## config.mk

```make
export PLATFORM = sky130hd
export DESIGN_NAME = mbus_dma_seq
export DESIGN_NICKNAME = d
export VERILOG_FILES = /design/src/rtl/mbus_dma_seq.sv
export SDC_FILE = /design/constraint.sdc
export NUM_CORES = 1
export LEC_CHECK = 0
export CAP_MARGIN = 5
export CORE_MARGIN = 2
export CORE_UTILIZATION = 42
export CTS_BUF_LIST = sky130_fd_sc_hd__clkbuf_8
export CTS_CLUSTER_SIZE = 25
export DETAILED_ROUTE_END_ITERATION = 10
export PLACE_DENSITY_LB_ADDON = 0.3
export SLEW_MARGIN = 20
export SYNTH_ARGS = -nofsm -noshare
export SYNTH_HDL_FRONTEND = slang
export SYNTH_SLANG_ARGS = --single-unit
```

## constraint.sdc

```tcl
create_clock -name clk -period 3.2 [get_ports clk]
set_clock_uncertainty 0.2 [all_clocks]
set_input_delay 0.64 -clock clk [delete_from_list [all_inputs] [get_ports clk]]
set_output_delay 0.64 -clock clk [all_outputs]
set_load 0.02 [all_outputs]
```

## src/rtl/mbus_dma_seq.sv

```systemverilog
module mbus_dma_seq #(
  parameter int BEATS  = 16,
  parameter int BURSTS = 4,
  parameter int GAP    = 2
) (
  input  logic        clk,
  input  logic        rst_n,
  input  logic        drq_high,
  input  logic        wmark,
  input  logic        buf_ready,
  input  logic        wr_sel,
  input  logic        link_rdy,
  input  logic [15:0] base_addr,
  input  logic [15:0] wr_data,
  output logic [15:0] ad_out,
  output logic        ad_oe,
  output logic        addr_phase,
  output logic        bus_wr,
  output logic        beat_strobe,
  output logic        drq
);
  localparam int BW = $clog2(BEATS + 1);
  localparam int NW = $clog2(BURSTS + 1);
  localparam int GW = $clog2(GAP + 1);

  typedef enum logic [1:0] {S_IDLE, S_ADDR, S_DATA, S_GAP} st_t;

  st_t           st;
  logic [BW-1:0] beat;
  logic [NW-1:0] burst;
  logic [GW-1:0] gcnt;
  logic          dir;
  logic          drq_act;

  wire last_beat  = (beat == BW'(BEATS - 1));
  wire last_burst = (burst == NW'(BURSTS - 1));
  wire [15:0] burst_off = 16'(burst * BEATS);

  always_ff @(posedge clk) begin
    if (!rst_n) begin
      st      <= S_IDLE;
      beat    <= '0;
      burst   <= '0;
      gcnt    <= '0;
      dir     <= 1'b0;
      drq_act <= 1'b0;
    end else begin
      drq_act <= wmark && (st != S_GAP);
      case (st)
        S_IDLE: if (buf_ready) begin
          st    <= S_ADDR;
          dir   <= wr_sel;
          burst <= '0;
        end
        S_ADDR: begin
          st   <= S_DATA;
          beat <= '0;
        end
        S_DATA: if (link_rdy) begin
          if (last_beat) begin
            beat <= '0;
            if (last_burst) begin
              st   <= S_GAP;
              gcnt <= '0;
            end else begin
              burst <= burst + 1'b1;
              st    <= S_ADDR;
            end
          end else begin
            beat <= beat + 1'b1;
          end
        end
        default: begin
          if (gcnt == GW'(GAP - 1)) st <= S_IDLE;
          else gcnt <= gcnt + 1'b1;
        end
      endcase
    end
  end

  assign addr_phase  = (st == S_ADDR);
  assign ad_oe       = (st == S_ADDR) || ((st == S_DATA) && dir);
  assign ad_out      = (st == S_ADDR) ? base_addr + burst_off :
                       ((st == S_DATA) && dir) ? wr_data : 16'h0000;
  assign bus_wr      = dir;
  assign beat_strobe = (st == S_DATA) && link_rdy;
  assign drq         = drq_high ? drq_act : ~drq_act;

  a_r3_addr_one_cycle: assert property (@(posedge clk) disable iff (!rst_n)
    addr_phase |=> !addr_phase);
  a_r3_data_after_addr: assert property (@(posedge clk) disable iff (!rst_n)
    (st == S_ADDR) |=> (st == S_DATA) && (beat == '0));
  a_r4_stall_holds: assert property (@(posedge clk) disable iff (!rst_n)
    (st == S_DATA && !link_rdy) |=> (st == S_DATA) && $stable(beat) && $stable(burst));
  a_r5_burst_bound: assert property (@(posedge clk) disable iff (!rst_n)
    (st == S_DATA) |-> (burst < NW'(BURSTS)) && (beat < BW'(BEATS)));
  a_r6_gap_quiet: assert property (@(posedge clk) disable iff (!rst_n)
    (st == S_GAP) |-> !ad_oe && !addr_phase && !beat_strobe);
  a_r9_no_drq_after_gap: assert property (@(posedge clk) disable iff (!rst_n)
    (st == S_GAP) |=> !drq_act);
  a_r10_dir_held: assert property (@(posedge clk) disable iff (!rst_n)
    (st != S_IDLE) |=> $stable(dir));
endmodule

```

==> metrics.cfg <==
[clock_network]
cts_buffers=3
clock-root-buffer=clkbuf_8
cts.path.max_buffers=2
cts.sinks=14
insertion_delay_ps=240
path_clk_slew_ps=60
htreeDepth=1
cts_tree=yes
ctsHoldBuffers=0

[worst_setup_path]
critPathLaunch=base_addr[4]
critPathKind=in2out
rr_worst_depth=5
endpoint=ad_out[14]
path_cells=clkbuf_2 > ha_2 > inv_2 > fa_2 > nand2b_4 > a211oi_2 > xnor2_1 > a22o_1 > buf_6
worstPathArrival_ps=2190
crit_path_max_fanout=3
critPathLaunchType=input pin
endpoint_kind=primary output
reg2reg_slack_ps=1470
critPathMaxStageDelay_ps=410
r2r_end=burst[2]$_SDFFE_PN0P_
r2r-start=beat[0]$_SDFFE_PN0P_
cp.required_ps=2360
critical-path-slowest-cell=fa_2

[detailed_routing]
drtIter0Drc=43
ant_nets=0
vias=1391
routedWlPerCell_um=14.4
wl_mm=3.71
drc_errors=0
vias_per_cell=5.41
dr.pass1.iters=4

[die]
design.die.area_um2=3330
rows=19
io_pins=60
core_region_area_um2=2760
start_util=0.439
die_w_um=57.7
die_h_um=57.7

[power]
combPwrFrac=0.323
p_leak_nw=0.816
ir_drop_mv=0.262
power-per-cell-area_nw_per_um2=263
swShare=0.271
p_switching_mw=0.143
clkPwrFrac=0.324
p_int_mw=0.384
power.share.sequential=0.352

[outcome]
outcome=finished, final reports clean

[sta]
setup_violations=0
worst_slew_pin_slew_ps=503
hold_viol=0
fin_crit_ps=3030
tns_ps=0
rsz0062_at_grt=false
slew_viol_final=0
hold_slack_ps=304
final.period_utilization=0.947
fmax_ghz=0.330
slew_headroom=0.663

[placement]
place.gp.congestion=0.896
io_buffers=59
place_area_um2=1930
dp_hpwl_mm=2.91

[synth]
synth_compound_area_frac=0.247
synth_edf_count=0
synthFlopType=dfxtp_1
netlist_top_cells_area=dfxtp_1 (23%), ha_1 (7.2%), o21ai_1 (5.8%), nand2_1 (5.3%), xnor2_1 (5.1%)
yosys.area_share.simple=0.268
netlist_area_um2=1210
ys_seq_area_frac=0.231
ys_ff_latch=14
synth_area_per_cell_um2=8.02
async_reset_ff_frac=0
synth_top_area_frac=0.231
synth_nets=198
syn_inst=151
synth_xor_area_frac=0.0795
synth_top_family_by_area=simple AND/OR/NAND/NOR gates
synthAdderAreaFrac=0.0888
synth_top_area_cell=dfxtp_1
ys_types=43
muxShareOfSynthArea=0.0248
ys_warn_count=0
yosysMostFrequentCell=nand2_1
ys_top_cells_by_count=nand2_1 (17), dfxtp_1 (14), o21ai_1 (14)

[layout]
antenna_cells=0
drive_above_1_share=0.226
fin_area_um2=2000
area_growth_pct=65.1
finalNetCount=274

[hold_path]
holdCritPathClass=reg2reg

[global_route]
grt_overflow_total=0
groute.usage.overall=0.222
grt_max_degree=18
grt_pass1_vias=1392
grt_antenna_before_repair=0
grt_pass1_wl_mm=5.91

[flow_run]
cap_violations=0

[routing by layer]
metal	wire (µm)	global-route usage
met5	0	0
met4	58	0.0864
met3	190	0.0402
met2	1970	0.420
met1	1490	0.242
[stage by stage]
| step | worst slack (ps) | utilization | power [mW] | instances |
|---|---|---|---|---|
| global route | 83.7 | 0.725 | 0.548 | 257 |
| detailed placement | -737 | 0.699 | 0.363 | 251 |
| global placement | -636 | 0.699 | 0.358 | 251 |
| CTS | -70.9 | 0.720 | 0.530 | 255 |
| floorplan | 350 | - | 0.260 | 151 |
| finish | 170 | 0.725 | 0.526 | 257 |
[placed cells by master (no fill, tap or decap), types with 2 or more instances in the layout]
cell type / netlist / routed
clkbuf_8: 0 / 4
ha_1: 7 / 5
nor2b_2: 1 / 2
o21ai_1: 14 / 14
a22o_1: 6 / 6
and4b_1: 2 / 2
nor3_1: 2 / 2
nor2_1: 4 / 4
a211oi_2: 1 / 2
inv_2: 2 / 4
buf_2: 2 / 8
xnor2_1: 7 / 7
a21oi_1: 5 / 5
mux2i_1: 3 / 3
nand2b_1: 3 / 2
a21boi_1: 3 / 3
nand2_1: 17 / 17
clkdlybuf4s50_1: 0 / 45
nand3_1: 7 / 7
and3_1: 3 / 3
inv_1: 7 / 5
xor2_1: 4 / 4
dlymetal6s2s_1: 0 / 2
buf_4: 3 / 19
nor2b_1: 4 / 3
and2_1: 2 / 2
o21ai_0: 4 / 4
dfxtp_1: 14 / 14
nand3b_1: 5 / 5
o2111ai_1: 2 / 2
[power by group through the flow]
stage | registers, mW | logic, mW | clock network [mW]
floorplan | 0.187 | 0.0730 | 0
CTS | 0.185 | 0.171 | 0.174
global route | 0.186 | 0.181 | 0.181
global placement | 0.189 | 0.170 | 0
detailed placement | 0.189 | 0.174 | 0
finish | 0.185 | 0.170 | 0.171
[cells by family (layout without fill, tap and decap cells)]
logic type,count (synthesis),in the layout
fa+ha+maj,8,8
flops,14,14
xor+xnor,11,11
buf+inv,16,91
simple gates,57,57
compound gates,42,42
mux,3,3
[state kept, by name (all words and copies together) (netlist names)]
signal / count
burst: 3
gcnt: 2
bus_wr: 1
beat: 5
st: 2
drq_act: 1
[critical path: cells and delay by family]
kind | cells | cell delay, ps
simple gates | 1 | 160
fa+ha+maj | 2 | 590
compound gates | 2 | 400
buf+inv | 3 | 240
xor+xnor | 1 | 160
[worst min-delay path by stage]
stage / from / endpoint / slack [ps] / cells past startpoint
6_report: beat[1]$_SDFFE_PN0P_ / beat[1]$_SDFFE_PN0P_ / 300 / 2
2_1_floorplan: beat[1]$_SDFFE_PN0P_ / beat[1]$_SDFFE_PN0P_ / 250 / 2
4_1_cts: beat[4]$_SDFFE_PN0P_ / beat[4]$_SDFFE_PN0P_ / 300 / 1
5_1_grt: beat[4]$_SDFFE_PN0P_ / beat[4]$_SDFFE_PN0P_ / 330 / 1
3_3_place_gp: beat[1]$_SDFFE_PN0P_ / beat[1]$_SDFFE_PN0P_ / 270 / 2
3_5_place_dp: beat[1]$_SDFFE_PN0P_ / beat[1]$_SDFFE_PN0P_ / 280 / 2
[area by class of cell]
class,instances,area (µm²)
Inverter,9,33.8
Multi-Input combinational cell,121,897
Clock buffer,4,55.1
Tap cell,31,38.8
Fill cell,226,758
Sequential cell,14,280
Timing Repair Buffer,78,694
[repair_timing]
item                                    4_1_cts  5_1_grt
resized for setup                            50        7
endpoints found under the setup margin       11        9
pin swaps                                     4        6
setup buffers                                 0        2
Note: power is estimated with default switching activity, not from simulation.
